File: src/rtl/ir_rx_pkg.sv
package ir_rx_pkg;
  localparam int unsigned REG_AW = 3;
  localparam int unsigned REG_DW = 8;

  localparam logic [REG_AW-1:0] A_STATUS  = 3'd0;
  localparam logic [REG_AW-1:0] A_CTRL    = 3'd1;
  localparam logic [REG_AW-1:0] A_RXDATA  = 3'd2;
  localparam logic [REG_AW-1:0] A_TXCTRL  = 3'd3;
  localparam logic [REG_AW-1:0] A_TXDATA  = 3'd4;

  // status bit positions (software decodes these)
  localparam int unsigned B_RXAV = 0;
  localparam int unsigned B_RXTO = 1;
  localparam int unsigned B_TXUR = 2;
  localparam int unsigned B_TXFN = 3;
  localparam int unsigned B_IEN  = 7;
  localparam int unsigned NFLAGS = 4;
endpackage

File: src/rtl/ir_rx_fifo.sv
module ir_rx_fifo #(
  parameter int unsigned DW    = 8,
  parameter int unsigned DEPTH = 8,
  localparam int unsigned PW   = (DEPTH > 1) ? $clog2(DEPTH) : 1,
  localparam int unsigned CW   = $clog2(DEPTH + 1)
) (
  input  logic          clk_i,
  input  logic          rst_ni,
  input  logic          push_i,
  input  logic [DW-1:0] din_i,
  input  logic          pop_i,
  output logic [DW-1:0] dout_o,
  output logic          empty_o,
  output logic          full_o,
  output logic [CW-1:0] count_o
);
  logic [DW-1:0] mem_q [DEPTH];
  logic [PW-1:0] wr_q, rd_q;
  logic [CW-1:0] cnt_q;
  logic          do_push, do_pop;

  assign empty_o = (cnt_q == '0);
  assign full_o  = (cnt_q == CW'(DEPTH));
  assign count_o = cnt_q;
  assign do_push = push_i & ~full_o;
  assign do_pop  = pop_i & ~empty_o;
  assign dout_o  = empty_o ? '0 : mem_q[rd_q];

  function automatic logic [PW-1:0] nxt(logic [PW-1:0] p);
    return (p == PW'(DEPTH - 1)) ? '0 : p + PW'(1);
  endfunction

  always_ff @(posedge clk_i or negedge rst_ni) begin
    if (!rst_ni) begin
      wr_q  <= '0;
      rd_q  <= '0;
      cnt_q <= '0;
    end else begin
      if (do_push) wr_q <= nxt(wr_q);
      if (do_pop)  rd_q <= nxt(rd_q);
      if (do_push && !do_pop)      cnt_q <= cnt_q + CW'(1);
      else if (do_pop && !do_push) cnt_q <= cnt_q - CW'(1);
    end
  end

  for (genvar g = 0; g < DEPTH; g++) begin : g_mem
    always_ff @(posedge clk_i or negedge rst_ni) begin
      if (!rst_ni)                          mem_q[g] <= '0;
      else if (do_push && wr_q == PW'(g))   mem_q[g] <= din_i;
    end
  end
endmodule

File: src/rtl/ir_rx_idle.sv
module ir_rx_idle #(
  parameter int unsigned LW = 8
) (
  input  logic          clk_i,
  input  logic          rst_ni,
  input  logic          tick_i,
  input  logic          restart_i,
  input  logic          active_i,
  input  logic [LW-1:0] limit_i,
  output logic          hit_o
);
  logic [LW-1:0] cnt_q;
  logic          armed;

  assign armed = active_i & ~restart_i & tick_i & (limit_i != '0) & (cnt_q != limit_i);
  assign hit_o = armed & ((cnt_q + LW'(1)) == limit_i);

  always_ff @(posedge clk_i or negedge rst_ni) begin
    if (!rst_ni)                    cnt_q <= '0;
    else if (restart_i || !active_i) cnt_q <= '0;
    else if (armed)                 cnt_q <= cnt_q + LW'(1);
  end
endmodule

File: src/rtl/ir_rx_stat.sv
module ir_rx_stat
  import ir_rx_pkg::*;
(
  input  logic              clk_i,
  input  logic              rst_ni,
  input  logic              wr_i,
  input  logic [REG_DW-1:0] wdata_i,
  input  logic              tx_done_i,
  input  logic              tx_underrun_i,
  input  logic              to_hit_i,
  input  logic              fifo_empty_i,
  output logic [NFLAGS-1:0] flags_o,
  output logic              irq_en_o,
  output logic              to_raw_o
);
  logic txfn_q, txur_q, to_q, ien_q;

  // set beats acknowledge in the same cycle
  always_ff @(posedge clk_i or negedge rst_ni) begin
    if (!rst_ni) begin
      txfn_q <= 1'b0;
      txur_q <= 1'b0;
      to_q   <= 1'b0;
      ien_q  <= 1'b0;
    end else begin
      if (tx_done_i)                     txfn_q <= 1'b1;
      else if (wr_i && wdata_i[B_TXFN])  txfn_q <= 1'b0;
      if (tx_underrun_i)                 txur_q <= 1'b1;
      else if (wr_i && wdata_i[B_TXUR])  txur_q <= 1'b0;
      if (fifo_empty_i)                  to_q <= 1'b0;
      else if (to_hit_i)                 to_q <= 1'b1;
      if (wr_i)                          ien_q <= wdata_i[B_IEN];
    end
  end

  always_comb begin
    flags_o         = '0;
    flags_o[B_RXAV] = ~fifo_empty_i;
    flags_o[B_RXTO] = to_q & ~fifo_empty_i;
    flags_o[B_TXUR] = txur_q;
    flags_o[B_TXFN] = txfn_q;
  end

  assign irq_en_o = ien_q;
  assign to_raw_o = to_q;
endmodule

File: src/rtl/ir_rx_regs.sv
module ir_rx_regs
  import ir_rx_pkg::*;
#(
  parameter int unsigned DEPTH = 8,
  localparam int unsigned CW   = $clog2(DEPTH + 1)
) (
  input  logic              clk_i,
  input  logic              rst_ni,
  input  logic              bus_sel_i,
  input  logic              bus_we_i,
  input  logic [REG_AW-1:0] bus_addr_i,
  input  logic [REG_DW-1:0] bus_wdata_i,
  output logic [REG_DW-1:0] bus_rdata_o,
  input  logic              sample_valid_i,
  input  logic [REG_DW-1:0] sample_i,
  input  logic              tick_i,
  input  logic              tx_done_i,
  input  logic              tx_underrun_i,
  output logic [REG_DW-1:0] tx_ctrl_o,
  output logic [REG_DW-1:0] tx_data_o,
  output logic              tx_load_o,
  output logic              irq_o
);
  logic              wr_en, rd_en, st_wr, rd_pop;
  logic [REG_DW-1:0] fifo_dout, limit_q, txc_q, txd_q;
  logic              fifo_empty, fifo_full, to_hit, to_raw, irq_en, load_q;
  logic [CW-1:0]     fifo_cnt;
  logic [NFLAGS-1:0] flags;

  assign wr_en  = bus_sel_i & bus_we_i;
  assign rd_en  = bus_sel_i & ~bus_we_i;
  assign st_wr  = wr_en & (bus_addr_i == A_STATUS);
  assign rd_pop = rd_en & (bus_addr_i == A_RXDATA);

  ir_rx_fifo #(.DW(REG_DW), .DEPTH(DEPTH)) fifo_i (
    .clk_i   (clk_i),
    .rst_ni  (rst_ni),
    .push_i  (sample_valid_i),
    .din_i   (sample_i),
    .pop_i   (rd_pop),
    .dout_o  (fifo_dout),
    .empty_o (fifo_empty),
    .full_o  (fifo_full),
    .count_o (fifo_cnt)
  );

  ir_rx_idle #(.LW(REG_DW)) idle_i (
    .clk_i     (clk_i),
    .rst_ni    (rst_ni),
    .tick_i    (tick_i),
    .restart_i (sample_valid_i),
    .active_i  (~fifo_empty),
    .limit_i   (limit_q),
    .hit_o     (to_hit)
  );

  ir_rx_stat stat_i (
    .clk_i         (clk_i),
    .rst_ni        (rst_ni),
    .wr_i          (st_wr),
    .wdata_i       (bus_wdata_i),
    .tx_done_i     (tx_done_i),
    .tx_underrun_i (tx_underrun_i),
    .to_hit_i      (to_hit),
    .fifo_empty_i  (fifo_empty),
    .flags_o       (flags),
    .irq_en_o      (irq_en),
    .to_raw_o      (to_raw)
  );

  always_ff @(posedge clk_i or negedge rst_ni) begin
    if (!rst_ni) begin
      limit_q <= '0;
      txc_q   <= '0;
      txd_q   <= '0;
      load_q  <= 1'b0;
    end else begin
      load_q <= wr_en & (bus_addr_i == A_TXDATA);
      if (wr_en && bus_addr_i == A_CTRL)   limit_q <= bus_wdata_i;
      if (wr_en && bus_addr_i == A_TXCTRL) txc_q   <= bus_wdata_i;
      if (wr_en && bus_addr_i == A_TXDATA) txd_q   <= bus_wdata_i;
    end
  end

  always_comb begin
    bus_rdata_o = '0;
    unique case (bus_addr_i)
      A_STATUS: begin
        bus_rdata_o[NFLAGS-1:0] = flags;
        bus_rdata_o[B_IEN]      = irq_en;
      end
      A_CTRL:   bus_rdata_o = limit_q;
      A_RXDATA: bus_rdata_o = fifo_dout;
      A_TXCTRL: bus_rdata_o = txc_q;
      A_TXDATA: bus_rdata_o = txd_q;
      default:  bus_rdata_o = '0;
    endcase
  end

  assign tx_ctrl_o = txc_q;
  assign tx_data_o = txd_q;
  assign tx_load_o = load_q;
  assign irq_o     = irq_en & (|flags);
endmodule

File: config.mk
export PLATFORM = sky130hd
export DESIGN_NAME = ir_rx_regs
export DESIGN_NICKNAME = d
export VERILOG_FILES = /design/src/rtl/ir_rx_pkg.sv /design/src/rtl/ir_rx_fifo.sv /design/src/rtl/ir_rx_idle.sv /design/src/rtl/ir_rx_stat.sv /design/src/rtl/ir_rx_regs.sv
export SDC_FILE = /design/constraint.sdc
export NUM_CORES = 1
export LEC_CHECK = 0
export CORE_AREA = 2 2 124 126
export CTS_CLUSTER_DIAMETER = 100
export DETAILED_ROUTE_END_ITERATION = 16
export DIE_AREA = 0 0 126 128
export GPL_ROUTABILITY_DRIVEN = 0
export PLACE_DENSITY = 0.56
export SLEW_MARGIN = 15
export SYNTH_ARGS = -nofsm -noshare
export SYNTH_HDL_FRONTEND = slang
export SYNTH_HIERARCHICAL = 1
export SYNTH_SLANG_ARGS = --single-unit
export TNS_END_PERCENT = 1
File: constraint.sdc
create_clock -name clk_i -period 8.3 [get_ports clk_i]
set_input_delay 1.66 -clock clk_i [delete_from_list [all_inputs] [get_ports clk_i]]
set_output_delay 1.66 -clock clk_i [all_outputs]
set_load 0.01 [all_outputs]
=== Yosys cells after proc, flatten, opt, wreduce, memory -nomap -nowiden ===
Index checks and enable logic that the tools add are counted.

* Eq/ne operators: 15
* Bitwise gates (word level): 19
* Muxes and demuxes: 19
* Reductions and logical operators: 28
* Add/subtract/negate cells: 5
* $lt $le $gt $ge: 1

{| class="wikitable"
|+ Operator list
! operator !! number
|-
| 8-bit 2-to-1 mux || 5
|-
| 8-bit binary-select mux with 3-bit select || 1
|-
| 4-bit one-hot mux with 5 select lines || 1
|-
| 3-bit == test, second input constant || 6
|-
| 1-bit logical AND || 15
|-
| 1-bit bitwise AND || 14
|-
| 3-bit by 2-bit == test with 1-bit output, second input constant || 4
|-
| 3-bit one-hot mux with 4 select lines || 1
|-
| 2-bit nonzero test || 5
|-
| 8-bit by 1-bit adder with 8-bit output, second input constant || 1
|-
| 8-bit == test || 1
|-
| 4-bit 2-to-1 mux || 2
|-
| 8-bit inequality test || 1
|-
| 8-bit nonzero test || 1
|-
| 3-bit by 1-bit adder with 3-bit output, second input constant || 2
|-
| 3-bit by 1-bit == test with 1-bit output, second input constant || 2
|-
| 3-bit logical NOT || 2
|-
| 1-bit 2-to-1 mux || 6
|-
| 3-bit 2-to-1 mux || 2
|-
| 1-bit one-hot mux with 5 select lines || 1
|-
| 4-bit by 1-bit adder with 4-bit output, second input constant || 1
|-
| 4-bit == test, second input constant || 1
|-
| 4-bit greater-or-equal comparator, second input constant || 1
|-
| 4-bit logical NOT || 1
|-
| 6 further kinds || 10
|}

* Register bits: 111
* Output and inout port bits: 26

=== Depth between registers and ports, before layout ===
Gate-level depths: netlist of run 1.

* Word-level depth: 9
* Mapped depth: 11

=== Hierarchy ===
The synthesis of run 1 kept the hierarchy.

{| class="wikitable"
|+ Modules (own cells, without submodules)
! module !! area each (um^2) !! times used !! cells an instance
|-
| ir_rx_fifo || 3607.2 || 1 || 236
|-
| ir_rx_regs || 1362.6 || 1 || 103
|-
| ir_rx_idle || 690.7 || 1 || 73
|-
| ir_rx_stat || 170.2 || 1 || 15
|}

=== Least setup slack after synthesis of run 1 ===
Ideal clock, no wire load.

* Path kind: input to output
* Start point: in bus_addr_i[0]
* End point: out bus_rdata_o[0]
* Data arrival time: 2.527 ns
* Slack: 4.113 ns
* Data required time: 6.640 ns
* Stages on the path: 5
* Path buffers: 2
* Cell sequence: buf_4 -> buf_2 -> mux2i_1 -> a2bb2oi_1 -> o21ai_0

* Longest elaborated chain between the ends: 2

{| class="wikitable"
|+ RTL lines
! element !! line !! source
|-
| from (decl) || ir_rx_regs.sv:11 || <nowiki>input logic [REG_AW-1:0] bus_addr_i,</nowiki>
|-
| 3-bit == test, or another cell as far along || ir_rx_regs.sv:87 || <nowiki>unique case (bus_addr_i)</nowiki>
|-
| 4-bit one-hot mux with 5 select lines (*) || ir_rx_regs.sv:87 ||
|-
| to (decl) || ir_rx_regs.sv:13 || <nowiki>output logic [REG_DW-1:0] bus_rdata_o,</nowiki>
|}

Every way passes the cells marked *; elsewhere a longest branch is shown, timed or not.

=== Worst setup path in the final report of run 1 ===
* Start point: in bus_addr_i[0]
* End point: out bus_rdata_o[3]

Same word-level chain as after synthesis.

==> metrics.txt, run 1 <==
Async S/R FF share, synth=1.00; fin. max-slew vios=0; final worst slack=2470 ps; placed cell area=0.00649 mm2; area share of the largest cell type after synthesis=0.476; hold buffers post-CTS=0; Nets=~520; I/O pins=53; H-tree depth=3; Psw=a little over 0.7 mW; total grt overflow=0; CP Class=in -> out; final hold vios=0; sw frac=0.334; Pint=~1.5 mW; initial antenna violation count=0; top cells by area, synth=dfrtp_1, mux2_2, mux4_2, mux2_1, ha_1; total negative setup slack=0 ps; Die Wd=126 um; slowest library cell on the worst path=clkdlybuf4s50_1; crit-path max cell delay=1080 ps; WP data required=6640 ps; post-CTS setup buffer count=0; dpl cells=652; clock-pin slew on the worst setup and hold paths=around 70 ps; status=finished, final reports clean; sequential power share=0.424; Die Y=roughly 130 um; arrival time at the worst endpoint=4170 ps; First DRT Iteration DRCs=171; post-DR wirelength/cell=between 15 and 20 um; post-route insts no fill=approximately 670; DP Worst Slack=roughly 2500 ps; Worst Setup Start Kind=input port; post-CTS sizing=0; dpl hpwl=approximately 8.8 mm; Crit Path Max Fanout=20; buffers added on ports=52; clock share of power=0.189; clock sinks=111; clk_lat worst skew=350 ps; mapped cell area=0.00583 mm2; RSZ-0062 raised after global routing=no; relative slew slack=0.315; DR vias=3639; Yosys warning count=6; Initial Utilization=0.392; CTS tree=yes; Num CTS Buffers=9; clock skew=5.11 ps; EDFF count, synth=0; setup violators final=0; hold slack=482 ps; CP endpoint kind=output pin; PwrDens=322 mW/mm2; Inserted Diodes=0; Seq/Total Area, Yosys=0.476; Area growth syn-to-layout=16.2%; FF+latch count, synth=roughly 110; fin area=between 0.006 and 0.007 mm2; fin crit share=0.702; most frequent cell on the critical path=clkdlybuf4s50_1; Post-Syn Nets=around 470; Post-Route WL=~13 mm; Fillers=1341; # DRC=0; maximum clock path buffer count=2; DRT Pass-1 Iters=6; Final ANT Viol Nets=0; std cell rows=45; Worst-Margin Slew=1020 ps; Max IR drop VDD=between 0.0001 and 0.00015 V; Synth cell types=59; layout cell share with drive strength beyond 1=0.290; Total Routing Usage GR=0.168; Mapped Avg Cell Area=13.7 um2; first-pass GRT wire length=approximately 21 mm; largest area contributor in the netlist=dfrtp_1; root buffer cell=clkbuf_16; die area=0.0161 mm2; largest net degree at the start of global routing=85; Static Leak=2.82 nW; Core Region=0.0149 mm2; Primary FF master, synth=dfrtp_1; critical path cell sequence=clkdlybuf4s50_1, nor2b_1, a22oi_1, o21ai_0, clkdlybuf4s50_1; power share of the combinational group=0.387; vias in the first global route=3743; Max Fclk=172 MHz; Hold Crit Class=reg -> reg; DR vias/cell=5.45; Period minus WS final=5830 ps; max_cap viols=0; Mapped Cells=~430
[cells in the final DEF (no fill, tap or decap), types with 11 or more instances in the layout]
| cell type | Yosys | routed |
|---|---|---|
| clkdlybuf4s50_1 | 0 | 51 |
| ha_1 | 12 | 12 |
| nor2_1 | 11 | 11 |
| dfrtp_1 | 111 | 111 |
| mux2_1 | 18 | 18 |
| nand2_1 | 14 | 14 |
| mux2_2 | 65 | 65 |
| mux4_2 | 16 | 16 |
| mux2i_1 | 12 | 12 |
[routing by layer]
metal  part of all wire  GRT usage
met4              0.013     0.0446
met3              0.045     0.0451
met5                  0          0
met1               0.47      0.228
met2               0.47      0.268
[registers in the layout (all words and copies together) (netlist names)]
name and count:
idle_i/cnt_q 8, tx_ctrl_o 8, stat_i/txur_q 1, tx_load_o 1, tx_data_o 8, stat_i/txfn_q 1, fifo_i/wr_q 3, fifo_i/rd_q 3
stat_i/irq_en_o 1, fifo_i/mem_q 64, fifo_i/count_o 4, stat_i/to_raw_o 1, limit_q 8
[through the flow]
stage / total power, mW / utilization
final: 2.18 / 0.456
after global routing: 2.33 / 0.456
after CTS: 2.21 / 0.455
after global placement: 1.76 / 0.436
after detailed placement: 1.79 / 0.436
after floorplan: 1.51 / -
[cell type report]
cell class,instances,area [um2],share of cell area
multi-input cells,287,2880,0.425
repair buffers,58,567,0.0837
clock buffers,9,225,0.0332
clock inverters,7,57.6,0.00850
flip-flops and latches,111,2780,0.410
well taps,188,235,0.0347
inverters,8,30.0,0.00443
[worst max-delay path, delay by kind of cell]
kind	cells	cell delay [ps]
buffers and inverters	2	1640
AND/OR/NAND/NOR	1	530
AO/OA/AOI/OAI	2	320
[power groups by stage]
stage / combinational, mW / clock [mW] / sequential (mW)
floorplan: 0.637 / 0 / 0.875
global placement: 0.835 / 0 / 0.924
detailed placement: 0.852 / 0 / 0.934
CTS: 0.853 / 0.432 / 0.926
global route: 0.923 / 0.452 / 0.957
finish: 0.844 / 0.413 / 0.924
[worst paths after layout]
path / startpoint / to / slack, ps / cells after the start
min in group asynchronous: rst_ni / idle_i/cnt_q[0]$_DFFE_PN0P_ / 1230 / 1
hold reg to reg: fifo_i/mem_q[43]$_DFFE_PN0P_ / fifo_i/mem_q[43]$_DFFE_PN0P_ / 480 / 1
setup reg to reg: fifo_i/count_o[0]$_DFFE_PN0P_ / fifo_i/count_o[3]$_DFFE_PN0P_ / 5320 / 10
max in group asynchronous: rst_ni / fifo_i/mem_q[47]$_DFFE_PN0P_ / 5990 / 2
setup / recovery: bus_addr_i[0] / bus_rdata_o[3] / 2470 / 5
hold / removal: fifo_i/mem_q[43]$_DFFE_PN0P_ / fifo_i/mem_q[43]$_DFFE_PN0P_ / 480 / 1
[synth_stat cells, drive strengths merged (3+ instances only)]
cell     number
xnor2        10
nand2b        5
a21oi         6
o21ai         8
nor2         16
and3          3
dfrtp       111
a21o          3
nand3         8
o22ai         4
or4           3
nor3          5
ha           12
buf          16
nand2        15
mux2i        12
mux2         92
nor2b         9
a31o          4
clkbuf        5
inv           8
nor4          5
mux4         16
a2bb2oi       4
a211oi        3
xor2         11
a22o          8
a22oi         7
[cells by family (layout without fill, tap and decap cells)]
| group | after synthesis | count (layout) | share of synthesized area |
|---|---|---|---|
| buf+inv | 29 | 82 | 0.0294 |
| mux | 120 | 120 | 0.266 |
| fa+ha+maj | 14 | 14 | 0.0309 |
| flops | 111 | 111 | 0.476 |
| compound gates | 54 | 54 | 0.0719 |
| xor+xnor | 21 | 21 | 0.0328 |
| simple gates | 78 | 78 | 0.0927 |
No activity file was read; power rests on OpenSTA's default activity.
==> inputs of run 2 (changes only) <==
--- a/config.mk
+++ b/config.mk
@@ -10,7 +10,7 @@
 export DETAILED_ROUTE_END_ITERATION = 16
 export DIE_AREA = 0 0 126 128
 export GPL_ROUTABILITY_DRIVEN = 0
-export PLACE_DENSITY = 0.56
+export PLACE_DENSITY = 0.59
 export SLEW_MARGIN = 15
 export SYNTH_ARGS = -nofsm -noshare
 export SYNTH_HDL_FRONTEND = slang
==> constraint.sdc (replaced) <==
create_clock -name clk_i -period 5.11 [get_ports clk_i]
set_input_delay 1.022 -clock clk_i [delete_from_list [all_inputs] [get_ports clk_i]]
set_output_delay 1.022 -clock clk_i [all_outputs]
set_load 0.01 [all_outputs]
==> run 2 against run 1 <==
  * Sequential power up 66%
  * Setup slack worse by 1700 ps
  * Clock-buffer cell count stayed put
  * First-iteration DRC count up 42%
  * Critical endpoint is now bus_rdata_o[2]
  * Largest power group unchanged
==> metrics.txt, run 2 (same netlist as run 1, synthesis figures left out) <==
status=finished, final reports clean; Pint=2.38 mW (+64%); worst reg2reg path endpoint=fifo_i/count_o[3]$_DFFE_PN0P_; std cell rows=45 (unchanged); first-pass GRT wire length=21.7 mm (+3.4%); I/O pins=53 (unchanged); clk_lat worst skew=360 ps (about the same); total negative setup slack=0 ps (unchanged); cells on worst reg2reg path=10 (unchanged); Die Wd=126 um (unchanged); H-tree depth=3 (unchanged); Total Routing Usage GR=0.172 (+0.00408); hold slack=487 ps (+4.40 ps); sw frac=0.341 (+0.00704); clock skew=5.86 ps (+0.753 ps); r2r setup slk=2140 ps (-3180 ps); Crit Path Max Fanout=8 (-60%); fin crit share=0.853; max_cap viols=0 (unchanged); Area growth syn-to-layout=16.7%; fin util=0.458 (+0.00194); worst setup path end=bus_rdata_o[2]; First DRT Iteration DRCs=242 (+42%); CP Class=reg -> out; clock sinks=111 (unchanged); Biggest register=fifo_i/mem_q; buffers added on ports=52 (unchanged); Critical Path Start=fifo_i/count_o[0]$_DFFE_PN0P_; largest net degree at the start of global routing=80 (-5.9%); post-CTS sizing=0 (unchanged); Worst-Margin Slew=1010 ps (-8.46 ps); WP data required=4090 ps (-2550 ps); DR vias=3675 (+0.99%); Post-Route WL=12.9 mm (+0.66%); CP endpoint kind=output pin; DRT Pass-1 Iters=4 (-2); Max IR drop VDD=0.000290 V (+110%); vias in the first global route=3895 (+4.1%); Worst R2R Start=fifo_i/count_o[0]$_DFFE_PN0P_; dpl cells=654 (+0.31%); max reg flops=64 (unchanged); Num CTS Buffers=9 (unchanged); post-route insts no fill=670 (+0.30%); layout cell share with drive strength beyond 1=0.293 (+0.00295); Hold Crit Class=reg -> reg; commonest cells after routing, fill and taps aside=dfrtp_1, mux2_2, clkdlybuf4s50_1; DR vias/cell=5.49 (+0.69%); RSZ-0062 raised after global routing=no; PwrDens=530 mW/mm2 (+65%); total grt overflow=0 (unchanged); Nets=517 (+0.39%); Core Region=0.0149 mm2 (unchanged); post-DR wirelength/cell=19.3 um (+0.35%); Static Leak=2.83 nW (+0.50%); arrival time at the worst endpoint=3340 ps (-830 ps); Die Y=128 um (unchanged); Initial Utilization=0.392 (unchanged); final hold vios=0 (unchanged); Inserted Diodes=0 (unchanged); sequential power share=0.423 (about the same); power share of the combinational group=0.381 (-0.006); Fillers=1391 (+3.7%); die area=0.0161 mm2 (unchanged); Final ANT Viol Nets=0 (unchanged); relative slew slack=0.324 (+0.00863); initial antenna violation count=0 (unchanged); fin. max-slew vios=0 (unchanged); Psw=1.23 mW (+69%); maximum clock path buffer count=2 (unchanged); setup violators final=0 (unchanged); Worst Setup Start Kind=flip-flop; Max Fclk=229 MHz; clock-pin slew on the worst setup and hold paths=80 ps (about the same); post-CTS setup buffer count=0 (unchanged); Period minus WS final=4360 ps; CTS tree=yes; commonest non-fill, non-tap cell in the layout=dfrtp_1; # DRC=0 (unchanged); dpl hpwl=9.14 mm (+3.3%); hold buffers post-CTS=0 (unchanged); root buffer cell=clkbuf_16; clock share of power=0.196 (+0.007)
[run 2: critical path: stages (launching register included)]
cell and delay [ps]:
dfrtp_1 490, nor4_1 750, nor2b_1 400, a22o_1 330
mux2i_1 160, o32ai_1 120, a31o_2 250, clkdlybuf4s50_1 470
[run 2: cell type report]
type	count	area (um2)	area share
clock buffer	9	225	0.0331
clock inverter	7	75.1	0.0110
inverter	8	30.0	0.00441
multi-input combinational	287	2880	0.424
sequential	111	2780	0.408
tap	188	235	0.0346
timing repair buffer	60	578	0.0850
[run 2: power groups by stage]
stage          combinational, mW  clock (mW)  sequential [mW]
2_1_floorplan               1.04           0             1.42
6_report                    1.37       0.707             1.53
3_5_place_dp                1.38           0             1.55
3_3_place_gp                1.34           0             1.53
4_1_cts                     1.38       0.733             1.53
5_1_grt                     1.49       0.767             1.58
[run 2: how the worst min path moves through the flow]
stage	end	start	slack, ps	cells after the start
final	fifo_i/mem_q[61]$_DFFE_PN0P_	fifo_i/mem_q[61]$_DFFE_PN0P_	490	1
after global placement	fifo_i/mem_q[45]$_DFFE_PN0P_	fifo_i/mem_q[45]$_DFFE_PN0P_	460	1
after floorplan	stat_i/txfn_q$_DFFE_PN0P_	stat_i/txfn_q$_DFFE_PN0P_	450	1
after global routing	fifo_i/mem_q[47]$_DFFE_PN0P_	fifo_i/mem_q[47]$_DFFE_PN0P_	510	1
after detailed placement	fifo_i/mem_q[42]$_DFFE_PN0P_	fifo_i/mem_q[42]$_DFFE_PN0P_	470	1
after CTS	fifo_i/mem_q[42]$_DFFE_PN0P_	fifo_i/mem_q[42]$_DFFE_PN0P_	490	1
[run 2: layer usage]
| layer | vias to the layer above | track usage | wire length [um] |
|---|---|---|---|
| met5 | - | 0 | 0 |
| met4 | 0 | 0.0440 | 148 |
| met3 | 13 | 0.0451 | 515 |
| met2 | 73 | 0.273 | 6110 |
| met1 | 1904 | 0.236 | 6130 |
| li1 | 1685 | - | - |
[run 2: stage by stage]
stage                     total power [mW]  instance area, um2  worst slack (ps)
after floorplan                       2.46                5830              1670
after global placement                2.87                6500               764
after detailed placement              2.93                6500               679
after CTS                             3.65                6800               706
after global routing                  3.84                6800               496
final                                 3.61                6800               750
